`src/rtl/alu8_pkg.sv`:
```
package alu8_pkg;

    localparam int ALU_W  = 8;
    localparam int HALF_W = ALU_W / 2;
    localparam int OP_W   = 5;
    localparam int IDX_W  = 3;

    localparam int FLG_C = 0;
    localparam int FLG_Z = 1;
    localparam int FLG_N = 2;
    localparam int FLG_V = 3;
    localparam int FLG_S = 4;
    localparam int FLG_H = 5;
    localparam int FLG_T = 6;
    localparam int FLG_I = 7;

    localparam logic [ALU_W-1:0] WR_ARITH = 8'b0011_1111;
    localparam logic [ALU_W-1:0] WR_ZNVS  = 8'b0001_1110;
    localparam logic [ALU_W-1:0] WR_SHIFT = 8'b0001_1111;

    typedef enum logic [OP_W-1:0] {
        OP_ADD  = 5'd0,
        OP_ADC  = 5'd1,
        OP_SUB  = 5'd2,
        OP_SBC  = 5'd3,
        OP_AND  = 5'd4,
        OP_OR   = 5'd5,
        OP_XOR  = 5'd6,
        OP_COM  = 5'd7,
        OP_NEG  = 5'd8,
        OP_INC  = 5'd9,
        OP_DEC  = 5'd10,
        OP_LSL  = 5'd11,
        OP_LSR  = 5'd12,
        OP_ASR  = 5'd13,
        OP_ROL  = 5'd14,
        OP_ROR  = 5'd15,
        OP_SWAP = 5'd16,
        OP_BSET = 5'd17,
        OP_BCLR = 5'd18
    } alu_op_e;

    typedef struct packed {
        logic [ALU_W-1:0] res;
        logic [ALU_W-1:0] val;
        logic [ALU_W-1:0] wr;
    } unit_out_t;

    typedef struct packed {
        logic [ALU_W-1:0] sreg;
    } alu_state_t;

endpackage

```
`src/rtl/alu8_arith.sv`:
```
module alu8_arith
    import alu8_pkg::*;
(
    input  alu_op_e          op_i,
    input  logic [ALU_W-1:0] a_i,
    input  logic [ALU_W-1:0] b_i,
    input  logic             c_i,
    input  logic             z_i,
    output unit_out_t        out_o
);

    logic [ALU_W-1:0]  lhs_d;
    logic [ALU_W-1:0]  rhs_d;
    logic [ALU_W-1:0]  rhs_eff_d;
    logic              cin_d;
    logic              cin_eff_d;
    logic              sub_d;
    logic [ALU_W-1:0]  wr_d;
    logic [ALU_W:0]    sum_d;
    logic [HALF_W:0]   low_d;
    logic              n_d;
    logic              v_d;
    logic              z_d;

    always_comb begin
        lhs_d = a_i;
        rhs_d = b_i;
        cin_d = 1'b0;
        sub_d = 1'b0;
        wr_d  = '0;
        case (op_i)
            OP_ADD: wr_d = WR_ARITH;
            OP_ADC: begin
                cin_d = c_i;
                wr_d  = WR_ARITH;
            end
            OP_SUB: begin
                sub_d = 1'b1;
                wr_d  = WR_ARITH;
            end
            OP_SBC: begin
                sub_d = 1'b1;
                cin_d = c_i;
                wr_d  = WR_ARITH;
            end
            OP_INC: begin
                rhs_d = ALU_W'(1);
                wr_d  = WR_ZNVS;
            end
            OP_DEC: begin
                rhs_d = ALU_W'(1);
                sub_d = 1'b1;
                wr_d  = WR_ZNVS;
            end
            OP_NEG: begin
                lhs_d = '0;
                rhs_d = a_i;
                sub_d = 1'b1;
                wr_d  = WR_ARITH;
            end
            default: wr_d = '0;
        endcase

        rhs_eff_d = sub_d ? ~rhs_d : rhs_d;
        cin_eff_d = sub_d ? ~cin_d : cin_d;
        sum_d = {1'b0, lhs_d} + {1'b0, rhs_eff_d} + {{ALU_W{1'b0}}, cin_eff_d};
        low_d = {1'b0, lhs_d[HALF_W-1:0]} + {1'b0, rhs_eff_d[HALF_W-1:0]}
              + {{HALF_W{1'b0}}, cin_eff_d};

        n_d = sum_d[ALU_W-1];
        v_d = (lhs_d[ALU_W-1] == rhs_eff_d[ALU_W-1]) && (sum_d[ALU_W-1] != lhs_d[ALU_W-1]);
        z_d = (sum_d[ALU_W-1:0] == '0) && ((op_i != OP_SBC) || z_i);

        out_o.res        = sum_d[ALU_W-1:0];
        out_o.wr         = wr_d;
        out_o.val        = '0;
        out_o.val[FLG_C] = sum_d[ALU_W] ^ sub_d;
        out_o.val[FLG_Z] = z_d;
        out_o.val[FLG_N] = n_d;
        out_o.val[FLG_V] = v_d;
        out_o.val[FLG_S] = n_d ^ v_d;
        out_o.val[FLG_H] = low_d[HALF_W] ^ sub_d;
    end

endmodule

```
`src/rtl/alu8_logic.sv`:
```
module alu8_logic
    import alu8_pkg::*;
(
    input  alu_op_e          op_i,
    input  logic [ALU_W-1:0] a_i,
    input  logic [ALU_W-1:0] b_i,
    input  logic             c_i,
    output unit_out_t        out_o
);

    logic [ALU_W-1:0] res_d;
    logic [ALU_W-1:0] wr_d;
    logic             c_d;
    logic             shift_d;
    logic             n_d;
    logic             v_d;

    always_comb begin
        res_d   = a_i;
        wr_d    = '0;
        c_d     = 1'b0;
        shift_d = 1'b0;
        case (op_i)
            OP_AND: begin
                res_d = a_i & b_i;
                wr_d  = WR_ZNVS;
            end
            OP_OR: begin
                res_d = a_i | b_i;
                wr_d  = WR_ZNVS;
            end
            OP_XOR: begin
                res_d = a_i ^ b_i;
                wr_d  = WR_ZNVS;
            end
            OP_COM: begin
                res_d = ~a_i;
                c_d   = 1'b1;
                wr_d  = WR_SHIFT;
            end
            OP_LSL: begin
                res_d   = {a_i[ALU_W-2:0], 1'b0};
                c_d     = a_i[ALU_W-1];
                shift_d = 1'b1;
                wr_d    = WR_SHIFT;
            end
            OP_LSR: begin
                res_d   = {1'b0, a_i[ALU_W-1:1]};
                c_d     = a_i[0];
                shift_d = 1'b1;
                wr_d    = WR_SHIFT;
            end
            OP_ASR: begin
                res_d   = {a_i[ALU_W-1], a_i[ALU_W-1:1]};
                c_d     = a_i[0];
                shift_d = 1'b1;
                wr_d    = WR_SHIFT;
            end
            OP_ROL: begin
                res_d   = {a_i[ALU_W-2:0], c_i};
                c_d     = a_i[ALU_W-1];
                shift_d = 1'b1;
                wr_d    = WR_SHIFT;
            end
            OP_ROR: begin
                res_d   = {c_i, a_i[ALU_W-1:1]};
                c_d     = a_i[0];
                shift_d = 1'b1;
                wr_d    = WR_SHIFT;
            end
            OP_SWAP: begin
                res_d = {a_i[HALF_W-1:0], a_i[ALU_W-1:HALF_W]};
                wr_d  = '0;
            end
            default: res_d = a_i;
        endcase

        n_d = res_d[ALU_W-1];
        v_d = shift_d & (n_d ^ c_d);

        out_o.res        = res_d;
        out_o.wr         = wr_d;
        out_o.val        = '0;
        out_o.val[FLG_C] = c_d;
        out_o.val[FLG_Z] = (res_d == '0);
        out_o.val[FLG_N] = n_d;
        out_o.val[FLG_V] = v_d;
        out_o.val[FLG_S] = n_d ^ v_d;
    end

endmodule

```
`src/rtl/alu8_flags.sv`:
```
module alu8_flags
    import alu8_pkg::*;
(
    input  logic             clk,
    input  logic             rst_n,
    input  logic             en_i,
    input  logic [OP_W-1:0]  op_i,
    input  logic [ALU_W-1:0] a_i,
    input  logic [ALU_W-1:0] b_i,
    input  logic [IDX_W-1:0] bit_i,
    output logic [ALU_W-1:0] result_o,
    output logic [ALU_W-1:0] sreg_o
);

    alu_op_e          op_d;
    unit_out_t        arith_d;
    unit_out_t        logic_d;
    unit_out_t        sel_d;
    logic [ALU_W-1:0] merged_d;
    alu_state_t       st_d;
    alu_state_t       st_q;

    assign op_d = alu_op_e'(op_i);

    alu8_arith u_arith (
        .op_i (op_d),
        .a_i  (a_i),
        .b_i  (b_i),
        .c_i  (st_q.sreg[FLG_C]),
        .z_i  (st_q.sreg[FLG_Z]),
        .out_o(arith_d)
    );

    alu8_logic u_logic (
        .op_i (op_d),
        .a_i  (a_i),
        .b_i  (b_i),
        .c_i  (st_q.sreg[FLG_C]),
        .out_o(logic_d)
    );

    always_comb begin
        sel_d.res = a_i;
        sel_d.val = '0;
        sel_d.wr  = '0;
        case (op_d)
            OP_ADD, OP_ADC, OP_SUB, OP_SBC, OP_INC, OP_DEC, OP_NEG:
                sel_d = arith_d;
            OP_AND, OP_OR, OP_XOR, OP_COM, OP_LSL, OP_LSR, OP_ASR,
            OP_ROL, OP_ROR, OP_SWAP:
                sel_d = logic_d;
            OP_BSET: begin
                sel_d.wr  = ALU_W'(1) << bit_i;
                sel_d.val = '1;
            end
            OP_BCLR: begin
                sel_d.wr  = ALU_W'(1) << bit_i;
                sel_d.val = '0;
            end
            default: sel_d.wr = '0;
        endcase
    end

    for (genvar g = 0; g < ALU_W; g++) begin : g_merge
        assign merged_d[g] = sel_d.wr[g] ? sel_d.val[g] : st_q.sreg[g];
    end

    always_comb begin
        st_d = st_q;
        if (en_i) begin
            st_d.sreg = merged_d;
        end
    end

    always_ff @(posedge clk or negedge rst_n) begin
        if (!rst_n) begin
            st_q <= '0;
        end else begin
            st_q <= st_d;
        end
    end

    assign result_o = sel_d.res;
    assign sreg_o   = st_q.sreg;

    assert_idle_hold_R1: assert property (@(posedge clk) disable iff (!rst_n)
        !en_i |=> $stable(st_q.sreg));

    assert_it_kept_R2: assert property (@(posedge clk) disable iff (!rst_n)
        (en_i && op_i != OP_BSET && op_i != OP_BCLR)
        |=> st_q.sreg[FLG_I:FLG_T] == $past(st_q.sreg[FLG_I:FLG_T]));

    assert_logic_v_clear_R5: assert property (@(posedge clk) disable iff (!rst_n)
        (en_i && (op_i == OP_AND || op_i == OP_OR || op_i == OP_XOR))
        |=> !st_q.sreg[FLG_V]);

    assert_swap_no_flags_R10: assert property (@(posedge clk) disable iff (!rst_n)
        (en_i && op_i == OP_SWAP) |=> $stable(st_q.sreg));

    assert_bit_set_R11: assert property (@(posedge clk) disable iff (!rst_n)
        (en_i && op_i == OP_BSET) |=> st_q.sreg[$past(bit_i)]);

    assert_bit_clr_R11: assert property (@(posedge clk) disable iff (!rst_n)
        (en_i && op_i == OP_BCLR) |=> !st_q.sreg[$past(bit_i)]);

    assert_sign_rule_R12: assert property (@(posedge clk) disable iff (!rst_n)
        (en_i && op_i <= OP_ROR)
        |=> st_q.sreg[FLG_S] == (st_q.sreg[FLG_N] ^ st_q.sreg[FLG_V]));

    assert_unused_code_R13: assert property (@(posedge clk) disable iff (!rst_n)
        (en_i && op_i > OP_BCLR) |=> $stable(st_q.sreg));

endmodule

```
`config.mk`:
```
export PLATFORM = sky130hd
export DESIGN_NAME = alu8_flags
export DESIGN_NICKNAME = d
export VERILOG_FILES = /design/src/rtl/alu8_pkg.sv /design/src/rtl/alu8_arith.sv /design/src/rtl/alu8_logic.sv /design/src/rtl/alu8_flags.sv
export SDC_FILE = /design/constraint.sdc
export NUM_CORES = 1
export LEC_CHECK = 0
export BUFFER_PORTS_ARGS = -buffer_cell sky130_fd_sc_hd__buf_2
export CAP_MARGIN = 20
export CORE_MARGIN = 2
export CORE_UTILIZATION = 40
export CTS_CLUSTER_SIZE = 10
export DETAILED_ROUTE_END_ITERATION = 8
export PLACE_DENSITY_LB_ADDON = 0.05
export RECOVER_POWER = 25
export SLEW_MARGIN = 30
export SYNTH_ARGS = -nofsm -noshare
export SYNTH_HDL_FRONTEND = slang
export SYNTH_SLANG_ARGS = --single-unit
```
`constraint.sdc`:
```
create_clock -name clk -period 6.6 [get_ports clk]
set_input_delay 1.32 -clock clk [delete_from_list [all_inputs] [get_ports clk]]
set_output_delay 1.32 -clock clk [all_outputs]
set_load 0.03 [all_outputs]
```
==> results.txt <==
The leading cell type in the layout, fill and taps excluded is buf_2. The combinational fraction of design power is 65.0%. The first global-routing pass estimated 12100 um of wire. The layout filler cell count is 620. The die width came out at 80.3 um. The library cells used most frequently in the layout, excluding fill and tap cells, are 41 x buf_2, 37 x a21oi_1, 27 x nor2_1. The first detailed-routing pass took 4 iterations.

The net switching share of the total power is 49.1%. The clock network power share is 16.3%. Registers are responsible for 18.7% of the overall power.

The clock tree root buffer cell is clkbuf_8. The DRC violations left is 0. The most used flip-flop cell after synthesis is dfrtp_1. The number of enable-type register cells in the synthesized netlist is 0. Of the available clock period, the critical path in the final layout requires 87.7%.

The final core utilization came out at 45.2%. The effective utilization at floorplan came out at 41.8%. The post-placement cell count is 419. The worst path in the final design needs a cycle of 5.79 ns, including I/O delays and setup. The deepest level of the CTS H-tree came out at 1. The antenna diode count is 0. The net switching power of the design came out at roughly 170 uW. Clock latency on the worst-skew pair, taken at its later pin, is 0.22 ns. The post-synthesis instance area came out at ~2300 um^2. The total wire length came out at 7660 um. Measured against its own limit, the worst slew margin works out to between 40 and 50%.

The arrival time of the worst setup path came out at about 4.5 ns. The clock drives 8 sinks. The placer congestion estimate came out at 0.890. The count of vias placed by the detailed router came out at roughly 2600. The count of endpoints failing hold in the final timing report came out at 0. Walking the worst path, the cells encountered are buf_2 > nand3_1 > o21a_1 > o22ai_1 > a21oi_1 > fa_1 > fa_1 > a211oi_1 > nor2_1 > o31ai_1 > o311ai_0 > o21ai_0 > buf_2. The final standard cell count with taps included and fillers excluded came out at roughly 420. The worst-case IR drop observed on VDD is about 0.074 mV. The number of nets in the layout came out at 404.

The worst clock skew is 0.00262 ns. The number of top-level pins came out at between 40 and 50. The area of the die is roughly 6500 um^2. The placeable core region came out at roughly 5600 um^2.

For this design the static power due to leakage is 1.09 nW. The number of standard cells after synthesis is 333. Clock-pin slew was measured on the worst setup and hold paths at 0.04 ns. In the final routed layout, each cell accounts on average for 18.1 um. The half-perimeter wire length after placement came out at 5970 um. The aggregate global-route resource usage is roughly 24%. The largest buffer count on any clock path is 2. The sequential cell area in the final layout came out at 200 um^2. The TritonCTS buffer count came out at 3. A synthesized cell averages between 6 and 7 um^2.

The endpoint type of the worst setup path is an output port. The transition time at the pin with the least slew margin is 0.755 ns. The worst hold path belongs to the class reg -> reg.

The number of different library cells in the post-synthesis netlist came out at 60. The number of antenna violations at the first check in global routing was 0. The register area share after synthesis is under 10%. Along the worst path, the maximum fanout reaches 35. The critical path data required time came out at 5.28 ns. The mean number of vias per cell came out at approximately 6.1.

For this design the ratio of total power to cell area is 139 nW/um^2. The type of the worst setup path is in -> out. TritonCTS built the clock tree. Cells with a size suffix above 1 make up between 10% and 20% of the layout. Setup violations remaining at the end of the flow were counted as 0. Setup repair after global routing left no endpoint under its margin.

The remaining antenna violation count is 0. The startpoint type of the worst setup path is a primary input. The flow ran to the end, and the final reports show no timing, DRC or antenna violations.

The setup TNS is 0 ns. Among all stages on the critical path, the largest delay is contributed by fa_1. Relative to the synthesized area, the layout overhead comes to 8.06%. The biggest cell delay along the critical path is approximately 0.50 ns. The async set-or-reset flop fraction in the synthesized netlist came out at 100%. Cell internal power was estimated by the tool at 179 uW. The global route total overflow is 0.

The post-synthesis net count is 385. The top achievable clock speed came out at about 170 MHz. The number of pins exceeding their max-slew limit in the final report came out at 0. The number of gates given a new drive strength after cts is 0. The number of cell rows came out at 27. The vertical die dimension came out at 80.3 um.

The worst hold slack is ~0.47 ns. The multi-input combinational cells in the finished layout cover a total of 1880 um^2. The count of routing violations after the opening detailed-route iteration is approximately 270. After clock tree synthesis, the setup repair step added 0 buffers. Max-cap violations in this run came to 0.

The number of hold buffers added after CTS is 0. The number of synthesized register bits is 8. The Yosys step of the flow raised 0 warnings. The count of buffers from port buffering came out at 42. The via count of the first global-routing pass came out at 2320. The number of flip-flops in the largest register came out at 8. The maximum number of pins on one net before global-route repair came out at 39.
## power groups by stage
stage          clock (mW)  sequential (mW)  combinational (mW)
2_1_floorplan           0           0.0749               0.166
3_3_place_gp            0           0.0662               0.228
3_5_place_dp            0           0.0665               0.227
4_1_cts            0.0587           0.0659               0.227
5_1_grt            0.0614           0.0669               0.250
6_report           0.0573           0.0657               0.228
## cells in the mapped netlist (3+ instances only)
cell	n	area share (%)
a21oi_1	37	7.9
nor2_1	27	4.4
nand2_1	25	4.0
ha_1	23	12
inv_1	19	3.1
o21ai_0	16	3.4
nand3_1	15	3.2
o22ai_1	14	3.8
clkbuf_1	12	1.9
buf_4	11	3.5
nor2b_1	10	2.7
o21a_1	9	2.9
dfrtp_1	8	8.6
nor3_1	8	1.7
a221o_1	6	2.6
a22oi_1	6	1.9
a2bb2oi_1	5	1.9
buf_2	5	1.1
xnor2_1	5	1.9
xor2_1	5	1.9
a31oi_1	4	1.1
a32oi_1	3	1.1
nand2b_1	3	0.81
nand4_1	3	0.81
o211ai_1	3	0.97
o2bb2ai_1	3	1.1
o31ai_1	3	0.97
or2_2	3	0.81
## worst max-delay path, delay by kind of cell
family,cells,cell delay (ns)
AOI/OAI and AO/OA,7,1.25
adders and majority gates,2,0.94
buffers and inverters,2,0.71
and+or+nand+nor,2,0.24
## layer usage
layer / wire [um] / track usage, %
met3: 475 / 2.02
met1: 3350 / 31.6
met5: 0 / 0
met4: 171 / 7.46
met2: 3660 / 41.8
## cells by family after synthesis
logic type                 share of synthesized area (%)
xor gates and xnor gates                            3.76
AOI/OAI and AO/OA                                   36.8
and+or+nand+nor                                     25.5
adders and majority gates                           14.1
DFF                                                 8.59
buffers and inverters                               10.9
muxes                                              0.430
## final timing paths
| check | from | to | slack [ns] | cells after the start |
|---|---|---|---|---|
| setup / recovery | op_i[1] | result_o[6] | 0.81 | 13 |
| hold / removal | sreg_o[7]$_DFFE_PN0P_ | sreg_o[7]$_DFFE_PN0P_ | 0.47 | 2 |
| setup reg to reg | sreg_o[0]$_DFFE_PN0P_ | sreg_o[0]$_DFFE_PN0P_ | 3.60 | 13 |
| hold reg to reg | sreg_o[7]$_DFFE_PN0P_ | sreg_o[7]$_DFFE_PN0P_ | 0.47 | 2 |
| max in group asynchronous | rst_n | sreg_o[2]$_DFFE_PN0P_ | 5.30 | 1 |
| min in group asynchronous | rst_n | sreg_o[6]$_DFFE_PN0P_ | 1.00 | 1 |
## layout make-up
cell class / instances / area share (%)
clock buffer: 3 / 1.64
inverter: 19 / 2.83
multi-input combinational: 274 / 74.5
sequential: 8 / 7.95
tap: 72 / 3.58
timing repair buffer: 46 / 9.49
## per-stage QoR
step                worst slack, ns  total power [mW]  cell area, um^2
floorplan                     0.845             0.241             2330
finish                        0.812             0.351             2520
detailed placement            0.844             0.293             2480
CTS                           0.839             0.352             2520
global placement              0.921             0.294             2480
global route                  0.519             0.379             2520
Note: power is estimated with default switching activity, not from simulation.
